<file path="src/rtl/spim_pkg.sv">
package spim_pkg;

    typedef enum logic [1:0] {
        ST_IDLE  = 2'd0,
        ST_LEAD  = 2'd1,
        ST_TRAIL = 2'd2
    } spim_state_e;

    // Serial clock level for a given controller state.
    function automatic logic sck_level(spim_state_e st, logic pol, logic pha);
        logic lvl;
        unique case (st)
            ST_LEAD:  lvl = pol ^ pha;
            ST_TRAIL: lvl = ~(pol ^ pha);
            default:  lvl = pol;
        endcase
        return lvl;
    endfunction

endpackage

</file>
<file path="src/rtl/spim_baud.sv">
module spim_baud #(
    parameter int DIV_W = 12
) (
    input  logic             clk,
    input  logic             rst_n,
    input  logic             run,
    input  logic             restart,
    input  logic [DIV_W-1:0] div_in,
    output logic             tick
);

    logic [DIV_W-1:0] cnt_q;
    logic [DIV_W-1:0] lim_q;

    always_ff @(posedge clk or negedge rst_n) begin
        if (!rst_n) begin
            cnt_q <= '0;
            lim_q <= '0;
        end else if (restart) begin
            cnt_q <= '0;
            lim_q <= div_in;
        end else if (run) begin
            if (cnt_q == lim_q) begin
                cnt_q <= '0;
            end else begin
                cnt_q <= cnt_q + 1'b1;
            end
        end
    end

    assign tick = run && (cnt_q == lim_q);

    // the half-period counter never passes the captured divider value
    p_cnt_in_range_r6: assert property (@(posedge clk) disable iff (!rst_n)
        run |-> (cnt_q <= lim_q));

    // a divider change does not reach the running count until a restart
    p_limit_held_r6: assert property (@(posedge clk) disable iff (!rst_n)
        !restart |=> $stable(lim_q));

endmodule

</file>
<file path="src/rtl/spim_tx_path.sv">
module spim_tx_path #(
    parameter int DATA_W = 8
) (
    input  logic              clk,
    input  logic              rst_n,
    input  logic              lsb_first,
    input  logic              wr_en,
    input  logic [DATA_W-1:0] wr_data,
    input  logic              load,
    input  logic              shift,
    output logic              buf_full,
    output logic              mosi
);

    logic [DATA_W-1:0] hold_q;
    logic              full_q;
    logic [DATA_W-1:0] sh_q;
    logic              mosi_q;
    logic [DATA_W-1:0] sh_next;

    always_comb begin
        if (lsb_first) begin
            sh_next = {1'b0, sh_q[DATA_W-1:1]};
        end else begin
            sh_next = {sh_q[DATA_W-2:0], 1'b0};
        end
    end

    always_ff @(posedge clk or negedge rst_n) begin
        if (!rst_n) begin
            hold_q <= '0;
            full_q <= 1'b0;
        end else begin
            if (wr_en) begin
                hold_q <= wr_data;
                full_q <= 1'b1;
            end else if (load) begin
                full_q <= 1'b0;
            end
        end
    end

    always_ff @(posedge clk or negedge rst_n) begin
        if (!rst_n) begin
            sh_q   <= '0;
            mosi_q <= 1'b0;
        end else if (load) begin
            sh_q   <= hold_q;
            mosi_q <= lsb_first ? hold_q[0] : hold_q[DATA_W-1];
        end else if (shift) begin
            sh_q   <= sh_next;
            mosi_q <= lsb_first ? sh_next[0] : sh_next[DATA_W-1];
        end
    end

    assign buf_full = full_q;
    assign mosi     = mosi_q;

    // the shift register is only loaded from a filled buffer
    p_load_from_full_r5: assert property (@(posedge clk) disable iff (!rst_n)
        load |-> full_q);

    // pending data survives until it is moved into the shifter
    p_hold_kept_r5: assert property (@(posedge clk) disable iff (!rst_n)
        (full_q && !load) |=> (full_q && $stable(hold_q)));

    // data out moves only at a bit boundary
    p_mosi_moves_r3: assert property (@(posedge clk) disable iff (!rst_n)
        (!load && !shift) |=> $stable(mosi_q));

endmodule

</file>
<file path="src/rtl/spim_rx_path.sv">
module spim_rx_path #(
    parameter int DATA_W = 8
) (
    input  logic              clk,
    input  logic              rst_n,
    input  logic              lsb_first,
    input  logic              sample,
    input  logic              miso,
    input  logic              latch,
    input  logic              rd_clear,
    output logic [DATA_W-1:0] rd_data,
    output logic              rx_full
);

    logic [DATA_W-1:0] sh_q;
    logic [DATA_W-1:0] rd_q;
    logic              full_q;

    always_ff @(posedge clk or negedge rst_n) begin
        if (!rst_n) begin
            sh_q <= '0;
        end else if (sample) begin
            if (lsb_first) begin
                sh_q <= {miso, sh_q[DATA_W-1:1]};
            end else begin
                sh_q <= {sh_q[DATA_W-2:0], miso};
            end
        end
    end

    always_ff @(posedge clk or negedge rst_n) begin
        if (!rst_n) begin
            rd_q   <= '0;
            full_q <= 1'b0;
        end else begin
            if (latch) begin
                rd_q <= sh_q;
            end
            if (latch) begin
                full_q <= 1'b1;
            end else if (rd_clear) begin
                full_q <= 1'b0;
            end
        end
    end

    assign rd_data = rd_q;
    assign rx_full = full_q;

    // the read register changes only when a byte is captured
    p_rd_hold_r10: assert property (@(posedge clk) disable iff (!rst_n)
        !latch |=> $stable(rd_q));

    // an acknowledge without a new capture empties the flag
    p_rd_clear_r10: assert property (@(posedge clk) disable iff (!rst_n)
        (rd_clear && !latch) |=> !full_q);

    // sampling and capture never coincide
    p_sample_latch_apart_r3: assert property (@(posedge clk) disable iff (!rst_n)
        !(sample && latch));

endmodule

</file>
<file path="src/rtl/sync_spi_master.sv">
module sync_spi_master
    import spim_pkg::*;
#(
    parameter int DATA_W = 8,
    parameter int DIV_W  = 12
) (
    input  logic              clk,
    input  logic              rst_n,
    input  logic              tx_en,
    input  logic              rx_en,
    input  logic              cpol,
    input  logic              cpha,
    input  logic              lsb_first,
    input  logic [DIV_W-1:0]  baud_div,
    input  logic              wr_valid,
    input  logic [DATA_W-1:0] wr_data,
    input  logic              rd_ack,
    output logic [DATA_W-1:0] rd_data,
    output logic              tx_empty,
    output logic              tx_done,
    output logic              rx_full,
    input  logic              ie_tx_empty,
    input  logic              ie_tx_done,
    input  logic              ie_rx_full,
    output logic              irq_tx_empty,
    output logic              irq_tx_done,
    output logic              irq_rx_full,
    output logic              spi_sck,
    output logic              spi_mosi,
    input  logic              spi_miso
);

    localparam int CNT_W = (DATA_W > 1) ? $clog2(DATA_W) : 1;
    localparam logic [CNT_W-1:0] LAST_BIT = CNT_W'(DATA_W - 1);

    spim_state_e state_q;
    spim_state_e state_d;

    logic [CNT_W-1:0] bit_q;
    logic             sck_q;
    logic             done_q;
    logic             tick;
    logic             buf_full;
    logic             wr_accept;
    logic             start;
    logic             end_byte;
    logic             reload;
    logic             load;
    logic             shift_en;
    logic             sample;
    logic             latch;

    assign wr_accept = wr_valid && tx_en && !buf_full;
    assign start     = (state_q == ST_IDLE) && tx_en && buf_full;
    assign end_byte  = (state_q == ST_TRAIL) && tick && (bit_q == LAST_BIT);
    assign reload    = end_byte && tx_en && buf_full;
    assign load      = start || reload;
    assign shift_en  = (state_q == ST_TRAIL) && tick && (bit_q != LAST_BIT);
    assign sample    = (state_q == ST_LEAD) && tick;
    assign latch     = end_byte && rx_en;

    spim_baud #(.DIV_W(DIV_W)) u_baud (
        .clk     (clk),
        .rst_n   (rst_n),
        .run     (state_q != ST_IDLE),
        .restart (load),
        .div_in  (baud_div),
        .tick    (tick)
    );

    spim_tx_path #(.DATA_W(DATA_W)) u_tx (
        .clk       (clk),
        .rst_n     (rst_n),
        .lsb_first (lsb_first),
        .wr_en     (wr_accept),
        .wr_data   (wr_data),
        .load      (load),
        .shift     (shift_en),
        .buf_full  (buf_full),
        .mosi      (spi_mosi)
    );

    spim_rx_path #(.DATA_W(DATA_W)) u_rx (
        .clk       (clk),
        .rst_n     (rst_n),
        .lsb_first (lsb_first),
        .sample    (sample),
        .miso      (spi_miso),
        .latch     (latch),
        .rd_clear  (rd_ack),
        .rd_data   (rd_data),
        .rx_full   (rx_full)
    );

    // Next-state logic: START, HALF, NEXT_BIT, RELOAD, FINISH
    always_comb begin
        state_d = state_q;
        unique case (state_q)
            ST_IDLE: begin
                if (start) begin
                    state_d = ST_LEAD;
                end
            end
            ST_LEAD: begin
                if (tick) begin
                    state_d = ST_TRAIL;
                end
            end
            ST_TRAIL: begin
                if (tick) begin
                    if (bit_q != LAST_BIT) begin
                        state_d = ST_LEAD;
                    end else if (reload) begin
                        state_d = ST_LEAD;
                    end else begin
                        state_d = ST_IDLE;
                    end
                end
            end
            default: state_d = ST_IDLE;
        endcase
    end

    // State register
    always_ff @(posedge clk or negedge rst_n) begin
        if (!rst_n) begin
            state_q <= ST_IDLE;
        end else begin
            state_q <= state_d;
        end
    end

    // Registered outputs and bit bookkeeping
    always_ff @(posedge clk or negedge rst_n) begin
        if (!rst_n) begin
            sck_q  <= 1'b0;
            bit_q  <= '0;
            done_q <= 1'b0;
        end else begin
            sck_q <= sck_level(state_d, cpol, cpha);
            if (load) begin
                bit_q <= '0;
            end else if (shift_en) begin
                bit_q <= bit_q + 1'b1;
            end
            if (wr_accept) begin
                done_q <= 1'b0;
            end else if (end_byte && !reload) begin
                done_q <= 1'b1;
            end
        end
    end

    assign spi_sck      = sck_q;
    assign tx_empty     = !buf_full;
    assign tx_done      = done_q;
    assign irq_tx_empty = tx_empty && ie_tx_empty;
    assign irq_tx_done  = done_q && ie_tx_done;
    assign irq_rx_full  = rx_full && ie_rx_full;

    // completion is only reported while the controller rests
    p_done_idle_r9: assert property (@(posedge clk) disable iff (!rst_n)
        done_q |-> (state_q == ST_IDLE));

    // during a transfer the serial clock moves only on a divider tick
    p_sck_on_tick_r6: assert property (@(posedge clk) disable iff (!rst_n)
        ((state_q != ST_IDLE) && !tick) |=> $stable(sck_q));

    // with the transmitter disabled the controller stays idle
    p_no_start_disabled_r12: assert property (@(posedge clk) disable iff (!rst_n)
        ((state_q == ST_IDLE) && !tx_en) |=> (state_q == ST_IDLE));

endmodule

</file>
<file path="config.mk">
export PLATFORM = sky130hd
export DESIGN_NAME = sync_spi_master
export DESIGN_NICKNAME = d
export VERILOG_FILES = /design/src/rtl/spim_pkg.sv /design/src/rtl/spim_baud.sv /design/src/rtl/spim_tx_path.sv /design/src/rtl/spim_rx_path.sv /design/src/rtl/sync_spi_master.sv
export SDC_FILE = /design/constraint.sdc
export NUM_CORES = 1
export LEC_CHECK = 0
export BUFFER_PORTS_ARGS = -buffer_cell sky130_fd_sc_hd__clkbuf_2
export CAP_MARGIN = 20
export CELL_PAD_IN_SITES_DETAIL_PLACEMENT = 0
export CELL_PAD_IN_SITES_GLOBAL_PLACEMENT = 1
export CORE_MARGIN = 5
export CORE_UTILIZATION = 45
export DETAILED_ROUTE_END_ITERATION = 8
export PLACE_DENSITY_LB_ADDON = 0.1
export SYNTH_ARGS = -nofsm -noshare
export SYNTH_HDL_FRONTEND = slang
export SYNTH_SLANG_ARGS = --single-unit
</file>
<file path="constraint.sdc">
create_clock -name clk -period 3 [get_ports clk]
set_input_delay 0.15 -clock clk [delete_from_list [all_inputs] [get_ports clk]]
set_output_delay 0.15 -clock clk [all_outputs]
set_load 0.01 [all_outputs]
</file>
# After elaboration in Yosys (flattened, before gate mapping)
# Cells that the tools add are included.
# W data, S select, Z words.
[op_classes]
n_addsub = 2
eq_ne = 7
muxes = 26
bitwise = 2
reduce_logical = 26
[op_table]
columns = ["op", "n"]
rows = [
  ["$mux W12", 3],
  ["$mux W8", 4],
  ["$logic_and A1 B1 Y1", 16],
  ["$add A12 B1 Y12 const B", 1],
  ["$eq A12 B12 Y1", 1],
  ["$mux W1", 12],
  ["$reduce_bool A2 Y1", 6],
  ["$mux W2", 3],
  ["$mux W3", 2],
  ["$pmux W2 S3", 1],
  ["$eq A2 B1 Y1 const B", 2],
  ["$eq A2 B2 Y1 const B", 2],
  ["$add A3 B1 Y3 const B", 1],
  ["$eq A3 B3 Y1 const B", 1],
  ["$ne A3 B3 Y1 const B", 1],
  ["$logic_not A1 Y1", 2],
  ["$logic_not A2 Y1", 1],
  ["$pmux W1 S2", 1],
  ["$logic_or A1 B1 Y1", 1],
  ["$not A1 Y1", 1],
  ["$xor A1 B1 Y1", 1],
]
[word_totals]
regBits = 66
input_bits = 33
out_inout_bits = 16
word_cells = 76

# Depth between registers and ports, before layout
# Gate-level depths: netlist (run 1).
[logic_depth]
ltp_word = 12
depth_mapped = 12
mapped_depth_nobuf = 11

# Modules after synthesis
# Synthesis (run 1) repeated with hierarchy kept, for this count alone.
[hier_totals]
cells_unflattened = 287
hier_area_um2 = 3330.7
[modules_own_cells]
columns = ["mod", "n_inst", "cells_per_inst", "area_each_um2", "seq_area_each_um2"]
rows = [
  ["spim_baud", 1, 109, 1248.7, 600.6],
  ["spim_tx_path", 1, 72, 860.8, 450.4],
  ["spim_rx_path", 1, 55, 744.5, 425.4],
  ["sync_spi_master", 1, 51, 476.7, 175.2],
]

# Worst setup path before layout (run 1)
# No wires, ideal clock.
[synth_timing]
path_type = "reg-to-reg"
start = "reg u_baud.cnt_q[0]"
end = "reg sck_q, in the netlist spi_sck"
setup_ps = 124
arrival_ps = 2156
required_time_ps = 2876
slack_ps = 720
path_stages_with_launch = 12
n_path_buf = 1
synth_period_minus_slack_ps = 2280
cell_sequence = "dfrtp_1 xnor2_1 nand4_2 o31ai_2 nand2_1 buf_2 a22o_1 ha_1 nor2_1 a21oi_1 o22ai_1 a21oi_1"
[synth_between]
elab_chain_cells = 12
word_cells_on_any_way = 14
classes_between = "eq/ne (3); mux (6); reduce/logical (5)"
[synth_rtl]
columns = ["item", "line", "rtl"]
rows = [
  ["start, declared", "spim_baud.sv:12", "logic [DIV_W-1:0] cnt_q;"],
  ["start signal, assigned", "spim_baud.sv:26", "cnt_q <= cnt_q + 1'b1;"],
  ["$eq A12 B12 Y1 (*)", "spim_baud.sv:31", "assign tick = run && (cnt_q == lim_q);"],
  ["$logic_and A1 B1 Y1 (*)", "spim_baud.sv:31", ""],
  ["$logic_and A1 B1 Y1 (2 in a row)", "sync_spi_master.sv:55", "assign end_byte = (state_q == ST_TRAIL) && tick && (bit_q == LAST_BIT);"],
  ["$logic_and A1 B1 Y1 (2 in a row)", "sync_spi_master.sv:56", "assign reload = end_byte && tx_en && buf_full;"],
  ["$mux W1", "sync_spi_master.sv:113", "end else if (reload) begin"],
  ["$mux W1", "sync_spi_master.sv:111", "if (bit_q != LAST_BIT) begin"],
  ["$mux W2", "sync_spi_master.sv:110", "if (tick) begin"],
  ["$pmux W2 S3 (*)", "sync_spi_master.sv:98", "unique case (state_q)"],
  ["$eq A2 B2 Y1 / $eq A2 B1 Y1 (equally long branches)", "spim_pkg.sv:12", "unique case (st)"],
  ["$pmux W1 S2 (*)", "spim_pkg.sv:12", ""],
  ["end signal, assigned", "sync_spi_master.sv:140", "sck_q <= sck_level(state_d, cpol, cpha);"],
  ["end, declared", "sync_spi_master.sv:40", "logic sck_q;"],
]
# Every way passes the cells marked *; elsewhere a longest branch is shown, timed or not.
# A chain may end at the register's enable or synchronous reset.

# Final worst setup path (run 1)
[layout_timing]
start = "reg u_baud.cnt_q[7]"
end = "reg sck_q, in the netlist spi_sck"
# The elaborated chain is that of the path after synthesis.

==> key figures, run 1 <==
Global routing
  • Total global-route track usage: 0.163
  • Initial antenna violation count: 0
  • First-pass GRT wire length: 12400 um
  • Met3 Use GR: 0.0416
  • Layer with the highest usage: met1
  • Global routing usage on met2: 0.231
  • Overflow after GRT: 0
  • Number of global-route vias before repair: ~2400
  • Met1 track demand over resource: 0.233
  • Largest net degree at the start of global routing: 36

Route
  • Routed Antenna Nets: 0
  • Drt first pass iters: 4
  • DR iter-0 viols: 71
  • Vias: between 2000 and 2500
  • Wirelength, routed: ~7000 um
  • DRC: 0
  • Detail-routed via count per cell: approximately 5.3
  • Average wire per standard cell: ~16 um

STA
  • Clock skew: roughly 0.0066 ns
  • Final Hold Vio Count: 0
  • Min Clock Period, post-route: approximately 2.4 ns
  • RSZ-0062 raised after global routing: no
  • # setup viols final: 0
  • Slew HR: 0.450
  • Max frequency: a little over 0.4 GHz
  • Post-Route Setup TNS: 0 ns
  • Slew Viols, Final: 0
  • Final setup margin: approximately 0.56 ns
  • Worst slew pin tran: roughly 0.83 ns
  • Final worst-path cycle share: 0.812

Yosys
  • Sequential share of the synthesized area: 0.482
  • Synthesized netlist net count: about 320
  • Post-synth top area share: 0.482
  • Ranking of synthesized cells by area: dfrtp_1 48%, mux2_2 12%, mux2_4 6.6%
  • Syn avg cell area: 12.1 sq um
  • Yosys reg bits: 66
  • Post-Syn Area: 3430 sq um
  • Yosys warns: 0
  • Cell variety after synth: 51
  • Synth area leader: dfrtp_1
  • Post-Synthesis Cells: ~280

Layout
  • FILL cells: between 600 and 700
  • Multi-input gate area: about 1700 sq um
  • Sequential Area: ~1700 sq um
  • Antenna cells: 0
  • Layout cells sized above 1: 0.383
  • Nets: 380
  • Area added between synthesis and finish: 16.4%
  • Final Util: 0.544
  • Design area: about 4000 sq um

Placed design
  • Final GP Congestion: ~0.77
  • Post-DP Area: approximately 3800 sq um
  • PortBufs: 48
  • Hpwl dp: roughly 5200 um
  • Place WS: between 0.6 and 0.7 ns

Worst setup path
  • Worst r2r src: u_baud.cnt_q[7]
  • CP Capture Type: flip-flop
  • Setup CP Type: reg2reg
  • Critical Path Source Type: flip-flop
  • CP arrival: approximately 2.7 ns
  • CP Data Required Time: 3.22 ns
  • RR Endpoint: spi_sck
  • Worst reg-to-reg setup slack: 0.56 ns
  • Worst r2r path cells: 10
  • CP Max Fanout: 5

Hold path
  • Worst Hold Class: in2reg
  • Beginning of the worst hold path: wr_valid
  • Hold Path End: tx_done
  • Hold Path Cell Cnt: 2

Clock tree
  • TritonCTS buffer count: 9
  • CTS tree: built
  • Resize count post-CTS: 0
  • Num Clock Sinks: 66
  • Clk_lat worst skew: between 0.3 and 0.4 ns
  • Setup repair bufs after CTS: 0
  • CTS max path bufs: 2
  • Hold buffer count at cts: 3
  • Clock Pin Slew Worst Setup and Hold Paths: approximately 0.07 ns
  • H-tree depth: 3
  • Root buffer selected by CTS: clkbuf_8

Floorplanning
  • Ports: between 40 and 50
  • Row count: 31
  • Die ar.: between 9000 and 10000 sq um
  • Initial Util: 0.467
  • Die Ht: between 90 and 100 um
  • Core footprint: between 7000 and 8000 sq um
  • Die Wd: 97.3 um

Flow run
  • Max Cap Violations: 0

Power and ir drop
  • P_leak: 1.93 nW
  • Switch share: 0.220
  • Comb pwr share: 0.047
  • Switching power: roughly 0.37 mW
  • Int Pwr: 1.31 mW
  • PD cells: 419 nW/um^2
  • Clock power frac: 0.404
  • VDD IR-drop max: approximately 230 uV
  • Seq pwr share: 0.549

Run status
  • Status: finished clean
worst max-delay path, cell delays in order, from the launching register on:
cell and delay [ns]:
dfrtp_1 0.46, xnor2_1 0.22, nand4_1 0.22, o31ai_2 0.38
nand2_1 0.16, a22o_1 0.21, ha_1 0.32, nor2_1 0.10
a21oi_1 0.07, o22ai_1 0.12, a21oi_1 0.06
sequential cells by signal, summed over array words and instances (netlist names):
signal / flops
u_rx.sh_q: 8
u_tx.sh_q: 8
tx_done: 1
state_q: 2
u_tx.hold_q: 8
u_baud.lim_q: 12
u_rx.rd_data: 8
u_rx.rx_full: 1
u_baud.cnt_q: 12
bit_q: 3
spi_sck: 1
u_tx.buf_full: 1
u_tx.mosi: 1
worst max path at each step:
| stage | start | endpoint | slack (ns) | cells past startpoint |
|---|---|---|---|---|
| 3_5_place_dp | bit_q[0] | u_baud.lim_q[1] | 0.60 | 7 |
| 4_1_cts | bit_q[0] | u_baud.lim_q[1] | 0.58 | 7 |
| 2_1_floorplan | u_baud.cnt_q[0] | spi_sck | 0.72 | 11 |
| 3_3_place_gp | u_baud.cnt_q[9] | spi_sck | 0.61 | 10 |
| 6_report | u_baud.cnt_q[7] | spi_sck | 0.56 | 10 |
| 5_1_grt | u_baud.cnt_q[4] | spi_sck | 0.31 | 10 |
synthesized netlist by cell type, drive strengths merged:
| cell | number |
|---|---|
| a22oi | 1 |
| ha | 5 |
| and3 | 1 |
| a211o | 1 |
| or3 | 2 |
| clkbuf | 1 |
| nor2b | 1 |
| a21boi | 1 |
| and2 | 2 |
| buf | 9 |
| nor2 | 20 |
| o31a | 1 |
| and4 | 5 |
| xnor2 | 17 |
| xor2 | 5 |
| nand2 | 11 |
| a21oi | 14 |
| and2b | 2 |
| o22ai | 1 |
| nor3 | 11 |
| a22o | 3 |
| mux2i | 1 |
| nor4 | 1 |
| a31o | 1 |
| nand2b | 2 |
| mux2 | 51 |
| o21ai | 12 |
| dfrtp | 66 |
| nand3 | 8 |
| a21o | 1 |
| inv | 5 |
| a41oi | 1 |
| o31ai | 8 |
| nand4 | 10 |
| a31oi | 3 |
cell type report:
class,instances,share of cell area
repair buffers,57,0.0822
flip-flops and latches,66,0.414
multi-input cells,203,0.423
clock buffers,12,0.0414
inverters,5,0.00471
clock inverters,2,0.00314
well taps,99,0.0311
power groups by stage:
stage          Sequential (mW)  Clock [mW]  Combinational (mW)
5_1_grt                  0.921       0.743              0.0905
6_report                 0.919       0.676              0.0783
4_1_cts                  0.919       0.706              0.0813
3_5_place_dp             0.936           0              0.0782
3_3_place_gp             0.935           0              0.0773
2_1_floorplan            0.933           0              0.0289
placed cells by master, fill, tap and decap left out, types with 2 or more instances in the layout:
cell type	netlist	routed
and4_1	4	4
xnor2_1	15	15
a31oi_1	3	3
nand2_1	11	11
mux2_2	35	35
buf_4	2	5
dfrtp_1	66	66
dlygate4sd3_1	0	3
and2_1	2	2
ha_1	5	5
nand2b_1	2	2
mux2_4	15	15
o21ai_0	11	11
or3_1	2	2
o31ai_1	7	7
a22o_1	3	3
nand4_1	8	8
nor2_1	19	19
clkbuf_2	0	47
a21oi_1	14	14
nand3_1	7	7
nor3_1	8	8
xor2_1	5	5
inv_1	5	5
clkbuf_8	0	12
nor3_2	2	2
cell families (layout without fill, tap and decap cells):
| family | count (synthesis) | in the layout | share of synthesized area |
|---|---|---|---|
| adder cells (fa/ha/maj) | 5 | 5 | 0.0183 |
| buffers and inverters | 15 | 76 | 0.0248 |
| AND/OR/NAND/NOR | 76 | 76 | 0.135 |
| multiplexers | 52 | 52 | 0.187 |
| flip-flops | 66 | 66 | 0.482 |
| AO/OA/AOI/OAI | 48 | 48 | 0.0888 |
| XOR/XNOR | 22 | 22 | 0.0639 |
per-stage QoR:
step / total power, mW / hold slack (ns) / std cells
floorplan: 0.961 / -0.146 / 284
global route: 1.75 / 0.0165 / 444
CTS: 1.71 / 0.0119 / 444
finish: 1.67 / 0.0312 / 444
detailed placement: 1.01 / 0.294 / 427
global placement: 1.01 / 0.302 / 427
routing by layer:
| metal | routed length (um) | vias up |
|---|---|---|
| li1 | - | 1154 |
| met1 | 3540 | 1138 |
| met2 | 3010 | 63 |
| met3 | 335 | 13 |
| met4 | 148 | 0 |
| met5 | 0 | - |
Power figures use the tool's default switching activity.
==> run 2: changes to the inputs <==
Settings changed: CORE_UTILIZATION 45 to 41.
Clock period 3 ns to 2.2 ns, I/O delays scaled along.
==> key figures, run 2 (same netlist as run 1, synthesis figures left out) <==
STA
  • Final Hold Vio Count: 0 (unchanged)
  • # setup viols final: 0 (unchanged)
  • Min Clock Period, post-route: 2.16 ns (-0.273 ns)
  • Post-Route Setup TNS: 0 ns (unchanged)
  • Final worst-path cycle share: 0.984 (+0.171)
  • WHS: 0.00991 ns (-0.0212 ns)
  • Slew HR: 0.724 (+0.274)
  • Clock skew: 0.0142 ns (+0.00752 ns)
  • Max frequency: 0.462 GHz (+13%)
  • RSZ-0062 raised after global routing: yes
  • Slew Viols, Final: 0 (unchanged)
  • Worst slew pin tran: 0.414 ns (-0.411 ns)

Power and ir drop
  • P_leak: 2.19 nW (+14%)
  • VDD IR-drop max: 367 uV (+61%)
  • PD cells: 568 nW/um^2 (+35%)

Layout
  • Area added between synthesis and finish: 32.7%
  • Nets: 425 (+12%)
  • Most frequent cells in the layout: 66 x dfrtp_1, 47 x clkbuf_2, 35 x mux2_2
  • FILL cells: 744 (+14%)
  • Leading registers by flop count: u_baud.cnt_q x12, u_baud.lim_q x12
  • Most common cell after layout, fill and taps aside: dfrtp_1
  • Fin cells: 497 (+12%)
  • Layout cells sized above 1: 0.449 (+0.0664)
  • Antenna cells: 0 (unchanged)
  • Final Util: 0.556 (+0.0120)

Global routing
  • Overflow after GRT: 0 (unchanged)
  • Initial antenna violation count: 0 (unchanged)
  • Largest net degree at the start of global routing: 67 (+86%)
  • Number of global-route vias before repair: 2496 (+6.1%)
  • First-pass GRT wire length: 12500 um (+0.73%)
  • Total global-route track usage: 0.156 (-0.00772)

Route
  • Detail-routed via count per cell: 5.06 (-5.0%)
  • Average wire per standard cell: 15.0 um (-5.1%)
  • DRC: 0 (unchanged)
  • Vias: 2517 (+6.3%)
  • Drt first pass iters: 4 (unchanged)
  • Wirelength, routed: 7480 um (+6.3%)
  • Routed Antenna Nets: 0 (unchanged)
  • DR iter-0 viols: 64 (-9.9%)

Floorplanning
  • Row count: 33 (+6.5%)
  • Die ar.: 10300 sq um (+8.7%)
  • Ports: 49 (unchanged)
  • Core footprint: 8180 sq um (+12%)
  • Die Wd: 101 um (+4.3%)
  • Die Ht: 101 um (+4.3%)
  • Initial Util: 0.419 (-0.0483)

Clock tree
  • Clk_lat worst skew: 0.34 ns (about the same)
  • Root buffer selected by CTS: clkbuf_8
  • TritonCTS buffer count: 9 (unchanged)
  • Num Clock Sinks: 66 (unchanged)
  • CTS tree: built
  • H-tree depth: 3 (unchanged)
  • Clock Pin Slew Worst Setup and Hold Paths: 0.08 ns (about the same)
  • CTS max path bufs: 2 (unchanged)

Worst setup path
  • Ordered cell list for the critical path: xnor2_2 > nand4_1 > o31ai_4 > nand2_2 > a22o_1 > ha_4 > nor2_2 > a21oi_1 > o22ai_1 > a21oi_1
  • Delay-heaviest family, CP: compound AO/OA/AOI/OAI gates
  • WP depth: 10 (unchanged)
  • CP Data Required Time: 2.46 ns (-0.76 ns)
  • Setup CP Type: reg2reg
  • Critical Path Source Type: flip-flop
  • Most common cell on crit path: a21oi_1
  • Worst stage delay on the critical path: 0.41 ns (-0.05 ns)
  • Critical path's slowest cell: dfrtp_1
  • Worst r2r path cells: 10 (unchanged)
  • CP Capture Type: flip-flop
  • Worst Path Buf+Inv: 0 (unchanged)
  • CP Max Fanout: 3 (-2)
  • CP arrival: 2.43 ns (-0.23 ns)

Hold path
  • Worst Hold Class: in2reg
  • Hold Path Cell Cnt: 2 (unchanged)

Placed design
  • PortBufs: 48 (unchanged)
  • Hpwl dp: 5320 um (+1.8%)
  • Final GP Congestion: 0.769 (-0.48%)
  • Placed cell count: 457 (+7.0%)

Run status
  • Status: finished clean

Flow run
  • Max Cap Violations: 0 (unchanged)
## run 2: cell types whose count changed in the layout (fill, tap and decap cells not counted), sizes merged
cell	previous run	this run
bufinv	0	2
inv	5	6
buf	7	36
clkbuf	59	58
dlygate4sd3	3	19
## run 2: repair_timing
action	in CTS	in global routing
setup buffers	2	3
pin swaps	5	7
gates resized for setup	7	7
gates cloned	0	0
endpoints found under the setup margin	1	1
hold buffers	19	0
hold endpoints to repair	84	0
## run 2: report_power, final
part	total, mW	internal, mW	switching [mW]
clock	1.20	0.706	0.494
combinational	0.129	0.0732	0.0562
sequential	1.25	1.24	0.0143
total	2.58	2.02	0.564
## run 2: final cells by class
cell class | count | area (sq um) | share of cell area
clock buffer | 11 | 151 | 0.0333
multi-input combinational | 203 | 1790 | 0.393
clock inverter | 5 | 85.1 | 0.0187
inverter | 5 | 18.8 | 0.00413
sequential | 66 | 1650 | 0.363
tap | 105 | 131 | 0.0289
timing repair buffer | 102 | 722 | 0.159
## run 2: path summary, 6_finish.rpt
path	start	endpoint	slack (ns)
max	u_baud.cnt_q[1]	spi_sck	0.04
min	wr_data[6]	u_tx.hold_q[6]	0.01
max reg2reg	u_baud.cnt_q[1]	spi_sck	0.04
min reg2reg	u_rx.rd_data[7]	u_rx.rd_data[7]	0.51
max in group asynchronous	rst_n	u_tx.hold_q[4]	1.59
min in group asynchronous	rst_n	u_baud.cnt_q[4]	0.31
## run 2: per-stage QoR
step                total power [mW]  setup slack, ns  area, sq um
floorplan                       1.31          -0.0283         3440
global placement                1.38          -0.0782         3990
detailed placement              1.38           -0.106         3990
CTS                             2.61          -0.0199         4480
global route                    2.69          -0.0625         4550
finish                          2.58           0.0361         4550
## run 2: per-layer routing
metal	vias to the layer above	global-route usage	routed length, um
met1	1202	0.232	3840
met2	57	0.224	3140
met5	-	0	0
met4	0	0.0583	116
met3	11	0.0296	375
li1	1247	-	-
==> run 3: changes to the inputs <==
Settings changed: MAX_ROUTING_LAYER set to met4.
==> key figures, run 3 (same netlist as run 1, synthesis figures left out) <==
Clock tree
  • CTS tree: built
  • Num Clock Sinks: 66 (unchanged)
  • Clk_lat worst skew: 0.34 ns (about the same)
  • TritonCTS buffer count: 9 (unchanged)
  • Clock Pin Slew Worst Setup and Hold Paths: 0.08 ns (about the same)
  • Root buffer selected by CTS: clkbuf_8
  • H-tree depth: 3 (unchanged)
  • CTS max path bufs: 2 (unchanged)

Route
  • Average wire per standard cell: 15.1 um (+0.13%)
  • Detail-routed via count per cell: 5.05 (-0.24%)
  • DR iter-0 viols: 68 (+6.3%)
  • Wirelength, routed: 7490 um (+0.13%)
  • DRC: 0 (unchanged)
  • Routed Antenna Nets: 0 (unchanged)
  • Drt first pass iters: 4 (unchanged)
  • Vias: 2511 (-0.24%)

Global routing
  • Largest net degree at the start of global routing: 67 (unchanged)
  • Overflow after GRT: 0 (unchanged)
  • Initial antenna violation count: 0 (unchanged)
  • Number of global-route vias before repair: 2490 (-0.24%)
  • Total global-route track usage: 0.161 (+0.00542)
  • First-pass GRT wire length: 12500 um (+0.44%)

Floorplanning
  • Die Wd: 101 um (unchanged)
  • Core footprint: 8180 sq um (unchanged)
  • Die ar.: 10300 sq um (unchanged)
  • Row count: 33 (unchanged)
  • Die Ht: 101 um (unchanged)
  • Ports: 49 (unchanged)
  • Initial Util: 0.419 (unchanged)

STA
  • Min Clock Period, post-route: 2.16 ns (+0.000905 ns)
  • Max frequency: 0.462 GHz (about the same)
  • Final setup margin: 0.0352 ns (-0.000905 ns)
  • Clock skew: 0.0149 ns (+0.000731 ns)
  • WHS: 0.0118 ns (+0.00189 ns)
  • Slew Viols, Final: 0 (unchanged)
  • Post-Route Setup TNS: 0 ns (unchanged)
  • Final Hold Vio Count: 0 (unchanged)
  • # setup viols final: 0 (unchanged)
  • Worst slew pin tran: 0.418 ns (+0.00369 ns)
  • Final worst-path cycle share: 0.984 (about the same)
  • RSZ-0062 raised after global routing: yes
  • Slew HR: 0.721 (-0.00329)

Hold path
  • Worst Hold Class: in2reg

Power and ir drop
  • PD cells: 568 nW/um^2 (about the same)
  • VDD IR-drop max: 367 uV (+0.11%)
  • P_leak: 2.19 nW (unchanged)
  • Overall Power: 2.58 mW (about the same)

Run status
  • Status: finished clean

Worst setup path
  • Delay-heaviest family, CP: compound AO/OA/AOI/OAI gates
  • Critical path's slowest cell: dfrtp_1
  • RR Endpoint: spi_sck
  • WP depth: 10 (unchanged)
  • Ordered cell list for the critical path: xnor2_2 > nand4_1 > o31ai_4 > nand2_2 > a22o_1 > ha_4 > nor2_2 > a21oi_1 > o22ai_1 > a21oi_1
  • Setup CP Type: reg2reg
  • Worst stage delay on the critical path: 0.41 ns (about the same)
  • Critical Path Source Type: flip-flop
  • Worst reg-to-reg setup slack: 0.04 ns (about the same)
  • CP Capture Type: flip-flop
  • CP arrival: 2.43 ns (about the same)
  • CP Max Fanout: 3 (unchanged)
  • Worst r2r src: u_baud.cnt_q[1]
  • CP Data Required Time: 2.46 ns (about the same)
  • Worst Path Buf+Inv: 0 (unchanged)
  • Most common cell on crit path: a21oi_1
  • Worst r2r path cells: 10 (unchanged)
  • CP endpoint: spi_sck
  • CP Launch Point: u_baud.cnt_q[1]

Layout
  • Most frequent cells in the layout: 66 x dfrtp_1, 47 x clkbuf_2, 35 x mux2_2
  • Area added between synthesis and finish: 32.7% (unchanged)
  • Final Util: 0.556 (unchanged)
  • Layout cells sized above 1: 0.449 (unchanged)
  • Leading registers by flop count: u_baud.cnt_q x12, u_baud.lim_q x12
  • Nets: 425 (unchanged)
  • Multi-input gate area: 1790 sq um (unchanged)
  • FILL cells: 744 (unchanged)
  • Design area: 4550 sq um (unchanged)
  • Fin cells: 497 (unchanged)
  • Antenna cells: 0 (unchanged)
  • Sequential Area: 1650 sq um (unchanged)
  • Most common cell after layout, fill and taps aside: dfrtp_1

Placed design
  • Post-DP Area: 3990 sq um (unchanged)
  • PortBufs: 48 (unchanged)
  • Hpwl dp: 5320 um (unchanged)
  • Final GP Congestion: 0.779 (+1.3%)
  • Place WS: -0.106 ns (unchanged)
  • Placed cell count: 457 (unchanged)

Flow run
  • Max Cap Violations: 0 (unchanged)
-- run 3: cell counts in the layout (fill, tap and decap cells not counted) --
Identical to the previous run, type by type.
-- run 3: worst min path at each step --
stage / startpoint / endpoint / slack, ns / depth (start not counted)
after detailed placement: rst_n / u_baud.cnt_q[4] / 0.16 / 2
after global routing: wr_data[6] / u_tx.hold_q[6] / 0.003 / 2
final: wr_data[6] / u_tx.hold_q[6] / 0.01 / 2
after CTS: wr_data[6] / u_tx.hold_q[6] / 0.003 / 2
after global placement: rst_n / u_baud.cnt_q[7] / 0.16 / 2
after floorplan: rst_n / bit_q[0] / -0.19 / 0
-- run 3: worst register-to-register path: stages (launching register included) --
cell and delay, ns:
dfrtp_1 0.41, xnor2_2 0.19, nand4_1 0.22, o31ai_4 0.31, nand2_2 0.10, a22o_1 0.22, ha_4 0.29, nor2_2 0.04
a21oi_1 0.12, o22ai_1 0.08, a21oi_1 0.11
-- run 3: where the power goes --
| group | internal, mW | leakage, nW | switching, mW |
|---|---|---|---|
| Sequential | 1.24 | 0.885 | 0.0146 |
| Clock | 0.706 | 0.116 | 0.493 |
| Combinational | 0.0732 | 1.19 | 0.0563 |
| Total | 2.02 | 2.19 | 0.564 |
-- run 3: layout make-up --
class	instances	share of cell area
clock inverters	5	0.0187
well taps	105	0.0289
flip-flops and latches	66	0.363
repair buffers	102	0.159
multi-input cells	203	0.393
inverters	5	0.00413
clock buffers	11	0.0333
-- run 3: per-layer routing --
| metal | track usage | part of all wire | up-vias |
|---|---|---|---|
| met5 | - | 0 | - |
| met4 | 0.0583 | 0.014 | 0 |
| met3 | 0.0275 | 0.045 | 11 |
| met2 | 0.224 | 0.42 | 55 |
| met1 | 0.235 | 0.52 | 1197 |
| li1 | - | - | 1248 |
-- run 3: repair_timing --
item                                    CTS  global route
hold buffers                             19             0
endpoints found under the hold margin    84             0
gates resized for setup                   7             7
endpoints found under the setup margin    1             1
pin swaps                                 5             7
buffers inserted                          2             3
